## config.mk

```make
export PLATFORM = sky130hd
export DESIGN_NAME = pic_private_collector
export DESIGN_NICKNAME = d
export VERILOG_FILES = /design/src/rtl/pic_pkg.sv /design/src/rtl/pic_src_cond.sv /design/src/rtl/pic_prio_enc.sv /design/src/rtl/pic_private_collector.sv
export SDC_FILE = /design/constraint.sdc
export NUM_CORES = 1
export LEC_CHECK = 0
export CORE_MARGIN = 2
export CORE_UTILIZATION = 35
export DETAILED_ROUTE_END_ITERATION = 16
export PLACE_DENSITY = 0.68
export SETUP_SLACK_MARGIN = 0.2
export SLEW_MARGIN = 20
export SYNTH_ARGS = -nofsm -noshare
export SYNTH_HDL_FRONTEND = slang
export SYNTH_HIERARCHICAL = 1
export SYNTH_SLANG_ARGS = --single-unit
export TNS_END_PERCENT = 50
```

## constraint.sdc

```tcl
create_clock -name clk_i -period 0.8 [get_ports clk_i]
set_input_delay 0.12 -clock clk_i [delete_from_list [all_inputs] [get_ports clk_i]]
set_output_delay 0.12 -clock clk_i [all_outputs]
set_load 0.02 [all_outputs]
```

## src/rtl/pic_pkg.sv

```systemverilog
package pic_pkg;

    localparam int unsigned PIC_NUM_SRC  = 6;
    localparam int unsigned PIC_ID_W     = 10;
    localparam int unsigned PIC_BASE_ID  = 26;
    localparam int unsigned PIC_SPUR_ID  = (1 << PIC_ID_W) - 1;

    // Bit index within the source vector: bit k carries ID PIC_BASE_ID + k
    localparam int unsigned IDX_HYP  = 0;
    localparam int unsigned IDX_VIRT = 1;
    localparam int unsigned IDX_LFIQ = 2;
    localparam int unsigned IDX_SPHY = 3;
    localparam int unsigned IDX_NPHY = 4;
    localparam int unsigned IDX_LIRQ = 5;

    // Lines whose raw input is active low
    localparam logic [PIC_NUM_SRC-1:0] PIC_ACT_LOW =
        (PIC_NUM_SRC)'((1 << IDX_LFIQ) | (1 << IDX_LIRQ));

    typedef logic [PIC_NUM_SRC-1:0] src_vec_t;
    typedef logic [PIC_ID_W-1:0]    irq_id_t;

    typedef struct packed {
        logic     fiq;
        logic     irq;
        src_vec_t pend;
        irq_id_t  id;
    } pic_state_t;

endpackage

```

## src/rtl/pic_src_cond.sv

```systemverilog
module pic_src_cond #(
    parameter int unsigned          NUM_SRC = 6,
    parameter logic [NUM_SRC-1:0]   ACT_LOW = '0
) (
    input  logic [NUM_SRC-1:0] raw_i,
    input  logic [NUM_SRC-1:0] en_i,
    input  logic               gate_i,
    output logic [NUM_SRC-1:0] level_o,
    output logic [NUM_SRC-1:0] req_o
);
    for (genvar g = 0; g < NUM_SRC; g++) begin : g_line
        if (ACT_LOW[g]) begin : g_low
            assign level_o[g] = ~raw_i[g];
        end else begin : g_high
            assign level_o[g] = raw_i[g];
        end
        assign req_o[g] = level_o[g] & en_i[g] & gate_i;
    end
endmodule

```

## src/rtl/pic_prio_enc.sv

```systemverilog
module pic_prio_enc #(
    parameter int unsigned N       = 6,
    parameter int unsigned ID_W    = 10,
    parameter int unsigned BASE_ID = 26,
    parameter int unsigned NONE_ID = 1023
) (
    input  logic [N-1:0]    req_i,
    output logic            any_o,
    output logic [ID_W-1:0] id_o
);
    always_comb begin
        any_o = 1'b0;
        id_o  = ID_W'(NONE_ID);
        // Scan downward so the lowest set index is assigned last and wins
        for (int i = int'(N) - 1; i >= 0; i--) begin
            if (req_i[i]) begin
                any_o = 1'b1;
                id_o  = ID_W'(BASE_ID + i);
            end
        end
    end
endmodule

```

## src/rtl/pic_private_collector.sv

```systemverilog
module pic_private_collector
    import pic_pkg::*;
(
    input  logic                   clk_i,
    input  logic                   rst_ni,
    input  logic                   cpuif_en_i,
    input  logic [PIC_NUM_SRC-1:0] src_en_i,
    input  logic                   legacy_fiq_n_i,
    input  logic                   legacy_irq_n_i,
    input  logic                   tmr_sec_phys_i,
    input  logic                   tmr_ns_phys_i,
    input  logic                   tmr_virt_i,
    input  logic                   tmr_hyp_i,
    output logic                   core_fiq_o,
    output logic                   core_irq_o,
    output logic [PIC_NUM_SRC-1:0] pend_o,
    output logic [PIC_ID_W-1:0]    ack_id_o
);
    localparam pic_state_t RST_STATE = '{
        fiq:  1'b0,
        irq:  1'b0,
        pend: '0,
        id:   PIC_ID_W'(PIC_SPUR_ID)
    };

    src_vec_t   raw_vec;
    src_vec_t   level_vec;
    src_vec_t   req_vec;
    logic       req_any;
    irq_id_t    req_id;
    pic_state_t st_d, st_q;

    always_comb begin
        raw_vec           = '0;
        raw_vec[IDX_HYP]  = tmr_hyp_i;
        raw_vec[IDX_VIRT] = tmr_virt_i;
        raw_vec[IDX_LFIQ] = legacy_fiq_n_i;
        raw_vec[IDX_SPHY] = tmr_sec_phys_i;
        raw_vec[IDX_NPHY] = tmr_ns_phys_i;
        raw_vec[IDX_LIRQ] = legacy_irq_n_i;
    end

    pic_src_cond #(
        .NUM_SRC (PIC_NUM_SRC),
        .ACT_LOW (PIC_ACT_LOW)
    ) src_cond_i (
        .raw_i   (raw_vec),
        .en_i    (src_en_i),
        .gate_i  (cpuif_en_i),
        .level_o (level_vec),
        .req_o   (req_vec)
    );

    pic_prio_enc #(
        .N       (PIC_NUM_SRC),
        .ID_W    (PIC_ID_W),
        .BASE_ID (PIC_BASE_ID),
        .NONE_ID (PIC_SPUR_ID)
    ) prio_enc_i (
        .req_i (req_vec),
        .any_o (req_any),
        .id_o  (req_id)
    );

    always_comb begin
        st_d = st_q;
        if (!cpuif_en_i) begin
            // Bypass: legacy pins go straight to the core
            st_d.fiq  = level_vec[IDX_LFIQ];
            st_d.irq  = level_vec[IDX_LIRQ];
            st_d.pend = '0;
            st_d.id   = PIC_ID_W'(PIC_SPUR_ID);
        end else begin
            st_d.fiq  = 1'b0;
            st_d.irq  = req_any;
            st_d.pend = req_vec;
            st_d.id   = req_id;
        end
    end

    always_ff @(posedge clk_i or negedge rst_ni) begin
        if (!rst_ni) begin
            st_q <= RST_STATE;
        end else begin
            st_q <= st_d;
        end
    end

    assign core_fiq_o = st_q.fiq;
    assign core_irq_o = st_q.irq;
    assign pend_o     = st_q.pend;
    assign ack_id_o   = st_q.id;


    bypass_pins_chk: assert property (@(posedge clk_i) disable iff (!rst_ni)
        !cpuif_en_i |=> (core_fiq_o == !$past(legacy_fiq_n_i)) &&
                        (core_irq_o == !$past(legacy_irq_n_i)));


    bypass_quiet_chk: assert property (@(posedge clk_i) disable iff (!rst_ni)
        !cpuif_en_i |=> (pend_o == '0) && (ack_id_o == PIC_ID_W'(PIC_SPUR_ID)));


    mask_chk: assert property (@(posedge clk_i) disable iff (!rst_ni)
        1'b1 |=> ((pend_o & ~$past(src_en_i)) == '0));


    id_range_chk: assert property (@(posedge clk_i) disable iff (!rst_ni)
        (pend_o != '0) |-> (ack_id_o >= PIC_ID_W'(PIC_BASE_ID)) &&
                           (ack_id_o < PIC_ID_W'(PIC_BASE_ID + PIC_NUM_SRC)));


    spur_chk: assert property (@(posedge clk_i) disable iff (!rst_ni)
        (pend_o == '0) |-> (ack_id_o == PIC_ID_W'(PIC_SPUR_ID)));


    cpuif_req_chk: assert property (@(posedge clk_i) disable iff (!rst_ni)
        cpuif_en_i |=> !core_fiq_o && (core_irq_o == (pend_o != '0)));

endmodule

```

**Yosys cells after proc, flatten, opt, wreduce, memory -nomap -nowiden**

Index checks and enable logic that the tools add are counted.

- Muxes and demuxes: 13
- Bitwise gates (word level): 14

Operators with widths:

| cell | count |
|---|---|
| $mux W10 | 6 |
| $mux W18 | 1 |
| $and A1 B1 Y1 | 12 |
| $mux W1 | 6 |
| $not A1 Y1 | 2 |

- Flip-flop bits (word level): 18
- Input bits: 15
- Output and inout bits: 18

**Logic depth before layout (Yosys ltp)**

- Depth after elaboration: 10
- Mapped depth: 5
- Gate-level depth less buffers: 4

**Hierarchy**

Netlist, hierarchy kept.

By module, submodules not included:

| module | times used | cells an instance | area each (um^2) | seq. area each (um^2) |
|---|---|---|---|---|
| pic_private_collector | 1 | 37 | 595.6 | 462.9 |
| pic_prio_enc | 1 | 16 | 97.6 | 0.0 |
| pic_src_cond | 1 | 12 | 80.1 | 0.0 |

**Worst setup path after synthesis**

No wires, ideal clock.

- Path type: input -> register
- Start: input port legacy_fiq_n_i
- End: register st_q (netlist bit ack_id_o[6])
- Arrival time: 836 ps
- Required time: 720 ps
- Slack: -115 ps
- Stages: 5
- Cells stage by stage: and3b_1 nor2_1 and3_1 buf_4 nand2b_1

RTL lines:

| item | line | text |
|---|---|---|
| start, declared | pic_private_collector.sv:8 | `input logic legacy_fiq_n_i,` |
| end signal, assigned | pic_private_collector.sv:85 | `st_q <= st_d;` |
| end, declared | pic_private_collector.sv:31 | `pic_state_t st_d, st_q;` |

**Final worst setup path**

- Start: register st_q (netlist bit ack_id_o[3])
- End: output port ack_id_o[3]

RTL lines:

| item | line | text |
|---|---|---|
| end, declared | pic_private_collector.sv:17 | `output logic [PIC_ID_W-1:0] ack_id_o` |

No word-level cell between the ends.

==> results by group <==
Outcome
  • Status: finished with violations
  • Failing checks: negative setup slack

Pwr
  • Total chip power: 1.96 mW
  • Leak: 0.618 nW
  • Worst vdd ir: 0.000930 V
  • Pwr/cell area: 1580 nW/um^2

Place
  • Final Wtd Congestion: 0.720
  • PortBufs: 32
  • DP HPWL: 971 um
  • Pre-CTS setup slack: -719 ps

Setup path
  • Crit path launch type: register
  • Cell family with most CP delay: flip-flops
  • Crit. End Element: primary output
  • Critical Path Fanout Max: 1
  • Worst path arrival time: 930 ps
  • Slowest stage delay, CP: 540 ps
  • Setup CP Type: register to primary output
  • Crit-path cells: buf_6
  • Worst path required time: 680 ps
  • Buf/Inv on CP: 1
  • Crit-path slowest cell: dfstp_2

Die
  • # rows: 16
  • Die area: 2510 um^2
  • Chip height: 50.1 um
  • Core box area: 1980 um^2
  • IO Pins: 33
  • Die width: 50.1 um
  • Starting density of the core: 37.5%

Yosys
  • Syn Std Cell Area: 743 um^2
  • Avg Cell Area, Syn: 12.2 um^2
  • Total of warnings raised by yosys: 6
  • Synth Instances: 61

Clocking
  • CTS max path bufs: 2
  • Num Clock Sinks: 18
  • Cts hold-fix bufs: 0
  • Clock transition at path regs: 90 ps
  • CTS H-tree depth: 1
  • Clock tree from TritonCTS: built
  • Cts bufs inserted: 3
  • Root Buffer: clkbuf_4

Timing
  • Tcrit/Tclk final: 131%
  • Final Max Tran Viols: 0
  • Final Setup Violations: 19
  • Hold Fails Final Rpt: 0
  • RSZ-0062 raised after global routing: yes
  • Setup_tns: -3380 ps
  • Post-route setup slack: -245 ps
  • Fin crit period: 1050 ps
  • Max Freq: 957 MHz

Finish
  • Fin nets: 115
  • Layout cells sized above 1: 56.6%
  • Ant. Diodes: 0
  • Fill cells: 164
  • Synth-to-layout area growth: 67.5%

Global route
  • Initial antenna violation count: 0
  • Grt ovf: 0
  • Number of global-route vias before repair: 505
  • Gr usage total: 11.5%
  • Largest net degree at the start of global routing: 19
  • Global-route wire length before repair: 2130 um

Drt
  • Via Count: 536
  • Wire per inst: 10.8 um
  • Final wirelength: 1360 um
  • Residual DRC count: 0
  • Via-to-Cell Ratio: 4.25
  • TritonRoute pass-1 iters: 4
  • Drt initial violations: 5
  • Antenna-violating nets left: 0

Run
  • Max_cap viols: 0

Hold path
  • Worst hold-check path type: primary input to register
per-layer routing:
metal  vias up  track usage, %  wire (um)
met5         -               0          0
met4         0            8.33         27
met3         2           0.909         72
met2        22            18.2        719
met1       249            14.5        538
li1        263               -          -
flip-flops by register name, indices dropped and copies added, names as in the netlist:
| register | count |
|---|---|
| pend_o | 6 |
| core_fiq_o | 1 |
| ack_id_o | 10 |
| core_irq_o | 1 |
layout by cell type, fill, tap and decap left out, types with 3 or more instances in the layout:
master and count:
buf_4 4, and2_1 5, clkbuf_4 3, clkdlybuf4s15_1 4, dfstp_2 10, nor2_4 3, nand2b_1 4, buf_6 19
dlymetal6s2s_1 3, and3_4 5, or2b_1 6, dlygate4sd2_1 4, dfrtp_1 8
through the flow:
step	instance area [um^2]	utilization, %	hold slack [ps]	instances
after floorplan	767	-	-176	62
after global placement	1130	56.8	466	120
after detailed placement	1130	56.8	468	120
after CTS	1210	61.2	154	126
after global routing	1240	62.8	90.4	126
final	1240	62.8	91.7	126
final timing paths:
kind,from,to,slack (ps),depth (start not counted)
worst min-delay path,legacy_fiq_n_i,core_fiq_o,90,3
worst max-delay path,ack_id_o[3],ack_id_o[3],-250,1
max in group asynchronous,rst_ni,ack_id_o[2],430,2
min in group asynchronous,rst_ni,pend_o[5],160,2
area by class of cell:
cell class	count	area, um^2	area share, %
tap	27	33.8	2.71
timing repair buffer	40	417	33.5
clock buffer	4	36.3	2.91
inverter	2	7.51	0.603
sequential	18	463	37.2
multi-input combinational	35	288	23.1
power breakdown:
group | internal (mW) | switching, mW | total, mW
registers | 0.986 | 0.0216 | 1.01
logic | 0.244 | 0.186 | 0.430
clock network | 0.277 | 0.248 | 0.525
tightest hold or removal path: stages:
cell and delay [ps]:
clkbuf_2 80, inv_1 30, nor2b_1 110
repair_timing:
item / in CTS / in global routing
endpoints found under the setup margin: 34 / 30
cloned: 1 / 0
pin swaps: 10 / 10
hold endpoints to repair: 0 / 0
gates resized for setup: 129 / 16
buffers inserted: 1 / 0
(Power assumes the default switching activity.)
